`config.mk`:
```
export PLATFORM = sky130hd
export DESIGN_NAME = window_despreader
export DESIGN_NICKNAME = d
export VERILOG_FILES = /design/src/rtl/despread_pkg.sv /design/src/rtl/despread_timer.sv /design/src/rtl/despread_coef_bank.sv /design/src/rtl/despread_mac.sv /design/src/rtl/despread_out_mux.sv /design/src/rtl/window_despreader.sv
export SDC_FILE = /design/constraint.sdc
export NUM_CORES = 2
export LEC_CHECK = 0
export BUFFER_PORTS_ARGS = -buffer_cell sky130_fd_sc_hd__buf_2
export CORE_MARGIN = 4
export CORE_UTILIZATION = 70
export CTS_CLUSTER_SIZE = 30
export DETAILED_ROUTE_END_ITERATION = 10
export PLACE_DENSITY = 0.95
export SKIP_LAST_GASP = 1
export SYNTH_ARGS = -nofsm -noshare
export SYNTH_HDL_FRONTEND = slang
export SYNTH_SLANG_ARGS = --single-unit
```
`constraint.sdc`:
```
create_clock -name clk_i -period 22.9 [get_ports clk_i]
set_input_delay 3.435 -clock clk_i [delete_from_list [all_inputs] [get_ports clk_i]]
set_output_delay 3.435 -clock clk_i [all_outputs]
set_load 0.05 [all_outputs]
```
`src/rtl/despread_pkg.sv`:
```
package despread_pkg;
  localparam int NUM_UNITS = 3;
  typedef logic [1:0] unit_idx_t;

  // full-precision accumulator width: product + complex add + window growth
  function automatic int acc_width(input int samp_w, input int coef_w, input int win);
    return samp_w + (coef_w + 1) + 1 + $clog2(win);
  endfunction
endpackage

```
`src/rtl/despread_timer.sv`:
```
module despread_timer #(
  parameter int L = 16,
  localparam int CIDX_W = (L > 1) ? $clog2(L) : 1
) (
  input  logic              clk_i,
  input  logic              rst_ni,
  input  logic              en_i,
  output logic [CIDX_W-1:0] chip_idx_o,
  output logic [1:0]        sym_ph_o
);
  always_ff @(posedge clk_i or negedge rst_ni) begin
    if (!rst_ni) begin
      chip_idx_o <= '0;
      sym_ph_o   <= '0;
    end else if (en_i) begin
      if (chip_idx_o == CIDX_W'(L - 1)) begin
        chip_idx_o <= '0;
        sym_ph_o   <= (sym_ph_o == 2'd2) ? 2'd0 : sym_ph_o + 2'd1;
      end else begin
        chip_idx_o <= chip_idx_o + 1'b1;
      end
    end
  end
endmodule

```
`src/rtl/despread_coef_bank.sv`:
```
module despread_coef_bank #(
  parameter int L      = 16,
  parameter int COEF_W = 8,
  parameter int ANCHOR = 64,
  localparam int WIN   = 3 * L,
  localparam int POS_W = $clog2(WIN),
  localparam int HC_W  = COEF_W + 1
) (
  input  logic                     clk_i,
  input  logic                     rst_ni,
  input  logic [L-1:0]             code_i,
  input  logic                     we_i,
  input  logic [POS_W-1:0]         addr_i,
  input  logic signed [COEF_W-1:0] wr_re_i,
  input  logic signed [COEF_W-1:0] wr_im_i,
  input  logic [POS_W-1:0]         pos_i  [despread_pkg::NUM_UNITS],
  output logic signed [HC_W-1:0]   h_re_o [despread_pkg::NUM_UNITS],
  output logic signed [HC_W-1:0]   h_im_o [despread_pkg::NUM_UNITS]
);
  logic signed [COEF_W-1:0] adapt_re [WIN];
  logic signed [COEF_W-1:0] adapt_im [WIN];
  logic signed [HC_W-1:0]   eff_re   [WIN];
  logic signed [HC_W-1:0]   eff_im   [WIN];

  for (genvar g = 0; g < WIN; g++) begin : g_pos
    always_ff @(posedge clk_i or negedge rst_ni) begin
      if (!rst_ni) begin
        adapt_re[g] <= '0;
        adapt_im[g] <= '0;
      end else if (we_i && addr_i == POS_W'(g)) begin
        adapt_re[g] <= wr_re_i;
        adapt_im[g] <= wr_im_i;
      end
    end

    if (g >= L && g < 2 * L) begin : g_anchor
      assign eff_re[g] = HC_W'(adapt_re[g]) +
                         (code_i[g-L] ? -HC_W'(ANCHOR) : HC_W'(ANCHOR));
    end else begin : g_outer
      assign eff_re[g] = HC_W'(adapt_re[g]);
    end
    assign eff_im[g] = HC_W'(adapt_im[g]);
  end

  for (genvar n = 0; n < despread_pkg::NUM_UNITS; n++) begin : g_rd
    assign h_re_o[n] = eff_re[pos_i[n]];
    assign h_im_o[n] = eff_im[pos_i[n]];
  end
endmodule

```
`src/rtl/despread_mac.sv`:
```
module despread_mac #(
  parameter int SAMP_W = 8,
  parameter int HC_W   = 9,
  parameter int ACC_W  = 24
) (
  input  logic                     clk_i,
  input  logic                     rst_ni,
  input  logic                     en_i,
  input  logic                     first_i,
  input  logic                     last_i,
  input  logic signed [SAMP_W-1:0] s_re_i,
  input  logic signed [SAMP_W-1:0] s_im_i,
  input  logic signed [HC_W-1:0]   h_re_i,
  input  logic signed [HC_W-1:0]   h_im_i,
  output logic                     done_o,
  output logic signed [ACC_W-1:0]  res_re_o,
  output logic signed [ACC_W-1:0]  res_im_o
);
  logic signed [ACC_W-1:0] sr, si, hr, hi, p_re, p_im, acc_re, acc_im;
  logic primed;

  assign sr = ACC_W'(s_re_i);
  assign si = ACC_W'(s_im_i);
  assign hr = ACC_W'(h_re_i);
  assign hi = ACC_W'(h_im_i);
  // conj(h) * y
  assign p_re = hr * sr + hi * si;
  assign p_im = hr * si - hi * sr;

  always_ff @(posedge clk_i or negedge rst_ni) begin
    if (!rst_ni) begin
      acc_re   <= '0;
      acc_im   <= '0;
      primed   <= 1'b0;
      done_o   <= 1'b0;
      res_re_o <= '0;
      res_im_o <= '0;
    end else begin
      done_o <= 1'b0;
      if (en_i) begin
        if (first_i) begin
          acc_re <= p_re;
          acc_im <= p_im;
          primed <= 1'b1;
        end else begin
          acc_re <= acc_re + p_re;
          acc_im <= acc_im + p_im;
        end
        // a window seen only in part since reset is discarded
        if (last_i && primed) begin
          done_o   <= 1'b1;
          res_re_o <= acc_re + p_re;
          res_im_o <= acc_im + p_im;
        end
      end
    end
  end
endmodule

```
`src/rtl/despread_out_mux.sv`:
```
module despread_out_mux #(
  parameter int ACC_W = 24
) (
  input  logic [despread_pkg::NUM_UNITS-1:0] done_i,
  input  logic signed [ACC_W-1:0]            re_i [despread_pkg::NUM_UNITS],
  input  logic signed [ACC_W-1:0]            im_i [despread_pkg::NUM_UNITS],
  output logic                               valid_o,
  output logic signed [ACC_W-1:0]            re_o,
  output logic signed [ACC_W-1:0]            im_o,
  output despread_pkg::unit_idx_t            unit_o
);
  always_comb begin
    valid_o = 1'b0;
    re_o    = '0;
    im_o    = '0;
    unit_o  = '0;
    for (int n = 0; n < despread_pkg::NUM_UNITS; n++) begin
      if (done_i[n]) begin
        valid_o = 1'b1;
        re_o    = re_i[n];
        im_o    = im_i[n];
        unit_o  = despread_pkg::unit_idx_t'(n);
      end
    end
  end
endmodule

```
`src/rtl/window_despreader.sv`:
```
module window_despreader #(
  parameter int L      = 16,
  parameter int SAMP_W = 8,
  parameter int COEF_W = 8,
  parameter int ANCHOR = 64,
  localparam int WIN    = 3 * L,
  localparam int POS_W  = $clog2(WIN),
  localparam int CIDX_W = (L > 1) ? $clog2(L) : 1,
  localparam int HC_W   = COEF_W + 1,
  localparam int ACC_W  = despread_pkg::acc_width(SAMP_W, COEF_W, WIN)
) (
  input  logic                     clk_i,
  input  logic                     rst_ni,
  input  logic                     chip_valid_i,
  input  logic signed [SAMP_W-1:0] chip_re_i,
  input  logic signed [SAMP_W-1:0] chip_im_i,
  input  logic [L-1:0]             code_i,
  input  logic                     coef_we_i,
  input  logic [POS_W-1:0]         coef_addr_i,
  input  logic signed [COEF_W-1:0] coef_re_i,
  input  logic signed [COEF_W-1:0] coef_im_i,
  output logic                     sym_valid_o,
  output logic signed [ACC_W-1:0]  sym_re_o,
  output logic signed [ACC_W-1:0]  sym_im_o,
  output logic [1:0]               sym_unit_o
);
  localparam int NU = despread_pkg::NUM_UNITS;

  logic [CIDX_W-1:0]       chip_idx;
  logic [1:0]              sym_ph;
  logic [POS_W-1:0]        pos    [NU];
  logic signed [HC_W-1:0]  h_re   [NU];
  logic signed [HC_W-1:0]  h_im   [NU];
  logic signed [ACC_W-1:0] res_re [NU];
  logic signed [ACC_W-1:0] res_im [NU];
  logic [NU-1:0]           unit_done;

  despread_timer #(.L(L)) u_timer (
    .clk_i, .rst_ni, .en_i(chip_valid_i),
    .chip_idx_o(chip_idx), .sym_ph_o(sym_ph)
  );

  despread_coef_bank #(.L(L), .COEF_W(COEF_W), .ANCHOR(ANCHOR)) u_coef (
    .clk_i, .rst_ni, .code_i,
    .we_i(coef_we_i), .addr_i(coef_addr_i),
    .wr_re_i(coef_re_i), .wr_im_i(coef_im_i),
    .pos_i(pos), .h_re_o(h_re), .h_im_o(h_im)
  );

  for (genvar n = 0; n < NU; n++) begin : g_unit
    logic [2:0] ph_sum;
    logic [1:0] off;
    // unit n opens its window on symbol phase n
    assign ph_sum = {1'b0, sym_ph} + 3'(3 - n);
    assign off    = (ph_sum >= 3'd3) ? 2'(ph_sum - 3'd3) : ph_sum[1:0];
    assign pos[n] = POS_W'(off) * POS_W'(L) + POS_W'(chip_idx);

    despread_mac #(.SAMP_W(SAMP_W), .HC_W(HC_W), .ACC_W(ACC_W)) u_mac (
      .clk_i, .rst_ni,
      .en_i(chip_valid_i),
      .first_i(pos[n] == '0),
      .last_i(pos[n] == POS_W'(WIN - 1)),
      .s_re_i(chip_re_i), .s_im_i(chip_im_i),
      .h_re_i(h_re[n]), .h_im_i(h_im[n]),
      .done_o(unit_done[n]),
      .res_re_o(res_re[n]), .res_im_o(res_im[n])
    );
  end

  despread_out_mux #(.ACC_W(ACC_W)) u_mux (
    .done_i(unit_done), .re_i(res_re), .im_i(res_im),
    .valid_o(sym_valid_o), .re_o(sym_re_o), .im_o(sym_im_o),
    .unit_o(sym_unit_o)
  );
endmodule

```
==> impl_metrics.json <==
{
  "run_status": "complete, no violations",
  "cp_top_family": "compound AO/OA/AOI/OAI gates",
  "drive_gt1_share_pct": 16.3,
  "clock_insertion_delay_worst_skew_ps": 820,
  "endpoint_kind": "flip-flop",
  "cts_repair_resize_count": 0,
  "fp-row-count": 133,
  "drt_pass_1_iters": 8,
  "grt_overflow": 0,
  "yosys_register_bits": 1068,
  "cp_slowest_stage_delay_ps": 900,
  "mappedNetlistNets": 10500,
  "worst-path-buf-inv": 5,
  "grt_setup_unrepaired": "no",
  "maxClockFrequency_mhz": 75.9,
  "postCtsSetupRepairBufs": 0,
  "start_util_pct": 70.6,
  "crit_path_max_fanout": 16,
  "placement.setup.worst_slack_ps": 9190,
  "cts_buffers": 107,
  "synth_top_flop_cell": "dfrtp_1",
  "area.growth.synth_to_final_pct": 5.78,
  "synth_enable_flop_cells": 0,
  "number_of_synthesis_warnings": 0,
  "finalCriticalPeriod_ps": 13170,
  "cpMostUsedCell": "a21oi_1",
  "final_critical_path_setup_slack_ps": 9730,
  "max_slew_margin_pct": 14.5,
  "post-route-util_pct": 74.6,
  "first_iter_violations": 8760,
  "final.setup_skew_ps": 72.3,
  "global_route.usage.met3_pct": 11.6,
  "nets": 10300,
  "pin_count_of_the_biggest_net_entering_global_routing": 199,
  "final_hold_viol_count": 0,
  "syn-cell-area_mm2": 0.0929,
  "cp_data_required_time_ps": 23520,
  "number_of_global_route_vias_before_repair": 75800,
  "postSynth.asyncResetShare_pct": 100,
  "dieArea_mm2": 0.139,
  "cts.htree.levels": 3,
  "slowest_stage": "a2111oi_0",
  "synthCells": 9076,
  "timing.final.crit_share_pct": 57.5,
  "cts_hold_buffers": 0,
  "yosysSeqAreaShare_pct": 28.8,
  "drcViolationCount": 0,
  "grt.met1_usage_pct": 47.2,
  "post_drt_via_cell_ratio": 6.72,
  "final.setup.tns_ps": 0,
  "r2r_setup_slack_ps": 9810,
  "number_of_unique_standard_cell_types_used_by_synthesis": 78,
  "drt_wl_total_mm": 279,
  "fin_worst_hold_slack_ps": 474,
  "clockBufferDepth": 3,
  "post-dp-hpwl_mm": 186,
  "route.antenna.remaining_nets": 0,
  "grt_first_pass_wirelength_mm": 427,
  "setup.worst_path.class": "in2reg",
  "grt.met2_usage_pct": 62.2,
  "register_clock_pin_slew_on_the_reported_worst_setup_and_hold_paths_ps": 60,
  "die_w_um": 372,
  "numClockSinks": 1068,
  "report.final.setup_viol": 0,
  "worst_pin_slew_ps": 1280,
  "final-max-slew-violation-count": 0,
  "startpoint_type": "input pin",
  "grt-busiest-layer": "met2",
  "synth_area_per_cell_um2": 10.2,
  "tritoncts": "done",
  "dr_total_vias": 72300,
  "die_y_um": 372,
  "global_route.usage.total_pct": 40.2,
  "placement.io_buffers": 108,
  "clock_tree.root_cell": "clkbuf_16",
  "coreArea_mm2": 0.132,
  "globalplace.congestion": 0.985,
  "num_io_pins": 109,
  "hold_path.class": "reg2reg",
  "cp_data_arrival_time_ps": 13790,
  "cap_viol_max_count": 0,
  "antenna_found_initial": 21,
  "wl_per_cell_um": 25.9
}
-- cell families (layout without fill, tap and decap cells) --
family	count (synthesis)	after routing	synth area share [%]
simple gates	2364	2364	12.0
buf+inv	1523	1437	6.35
other cells	0	19	0
mux	1059	1059	15.8
flops	1068	1068	28.8
xor+xnor	446	446	4.21
compound gates	1242	1242	8.69
fa+ha+maj	1374	1374	24.2
-- synth_stat cells, types with 17 or more instances --
library cell	instances	area, um2
or3_1	24	150
a21oi_1	323	1620
mux2_2	797	8970
a21o_1	139	1040
nand3_1	80	400
ha_1	668	8360
o21bai_1	63	473
a31oi_1	99	619
inv_1	1038	3900
clkbuf_1	392	1470
and2_1	523	3270
nand4_1	23	144
buf_1	26	97.6
o2111ai_1	25	219
xor2_1	107	937
a211oi_1	25	188
a22o_1	44	385
o211ai_1	31	233
buf_2	41	205
nor2b_1	83	519
fa_1	706	14100
dfrtp_1	1068	26700
a22oi_1	49	368
o21a_1	58	435
o21ai_0	242	1210
nor3_1	70	350
mux2i_1	17	170
nor2_1	414	1550
xnor2_1	339	2970
and3_1	22	138
mux4_2	245	5520
nand2_1	999	3750
or2_2	20	125
nand2b_1	61	382
-- worst reg2reg max path, delay by kind of cell, from the launching register on --
family,cells,cell delay [ps]
AO/OA/AOI/OAI,17,4240
adder cells (fa/ha/maj),7,2910
buffers and inverters,6,1840
multiplexers,2,1230
AND/OR/NAND/NOR,6,1110
flip-flops,1,1080
XOR/XNOR,3,550
-- metal layers --
layer,routed length (um),vias up
li1,-,30000
met1,95200,35400
met2,125000,5157
met3,31800,1707
met4,26500,14
met5,174,-
-- cell type report --
class,count,area (um2)
antenna,19,47.5
clock buffer,154,3150
clock inverter,49,718
fill,7851,33400
inverter,1041,3910
multi-input combinational,6485,60300
sequential,1068,26700
tap,1755,2200
timing repair buffer,193,1220
-- flip-flops by register name (all words and copies together), names as in the netlist --
name,count
g_unit.u_mac.acc_re,72
g_unit.u_mac.acc_im,72
g_unit.u_mac.res_re_o,72
u_coef.adapt_im,384
g_unit.u_mac.done_o,3
u_timer.chip_idx_o,4
g_unit.u_mac.primed,3
u_coef.adapt_re,384
u_timer.sym_ph_o,2
g_unit.u_mac.res_im_o,72
-- layout by cell type (no fill, tap or decap), types with 17 or more instances in the layout --
cell	n
fa_1	706
or3_1	24
o21bai_1	63
buf_2	106
clkbuf_1	19
clkbuf_8	28
o211ai_1	31
a22o_1	44
o21ai_0	242
a211oi_1	25
mux2_2	797
xor2_1	107
nand3_1	78
xnor2_1	339
nand2_1	999
diode_2	19
inv_1	1036
mux4_2	245
nor2b_1	82
dfrtp_1	1063
nand2b_1	61
o2111ai_1	25
a21o_1	139
clkbuf_16	108
and3_1	22
a22oi_1	49
ha_1	667
a31oi_1	99
buf_4	83
nand4_1	23
nor2_1	414
mux2i_1	17
a21oi_1	323
nor3_1	70
or2_2	20
and2_1	522
o21a_1	58
clkinv_2	21
-- worst paths after layout --
| path | start | end | depth (start not counted) |
|---|---|---|---|
| setup / recovery | code_i[11] | g_unit[0].u_mac.acc_re[22]$_DFFE_PN0P_ | 39 |
| hold reg to reg | g_unit[2].u_mac.res_re_o[21]$_DFFE_PN0P_ | g_unit[2].u_mac.res_re_o[21]$_DFFE_PN0P_ | 2 |
| setup reg to reg | u_timer.chip_idx_o[0]$_DFFE_PN0P_ | g_unit[0].u_mac.acc_re[22]$_DFFE_PN0P_ | 41 |
| max in group asynchronous | rst_ni | u_coef.adapt_im[314]$_DFFE_PN0P_ | 6 |
| min in group asynchronous | rst_ni | g_unit[1].u_mac.acc_re[22]$_DFFE_PN0P_ | 1 |
| hold / removal | g_unit[2].u_mac.res_re_o[21]$_DFFE_PN0P_ | g_unit[2].u_mac.res_re_o[21]$_DFFE_PN0P_ | 2 |
-- metrics by stage --
step                cell area (um2)  std cells
finish                        98300      10800
global route                  98200      10800
CTS                           98200      10700
detailed placement            94300      10500
global placement              94300      10500
floorplan                     92900       9076
Power is left out: the tool's default activity adds up to more than one toggle a clock period on the data nets, which glitch-free logic cannot reach.
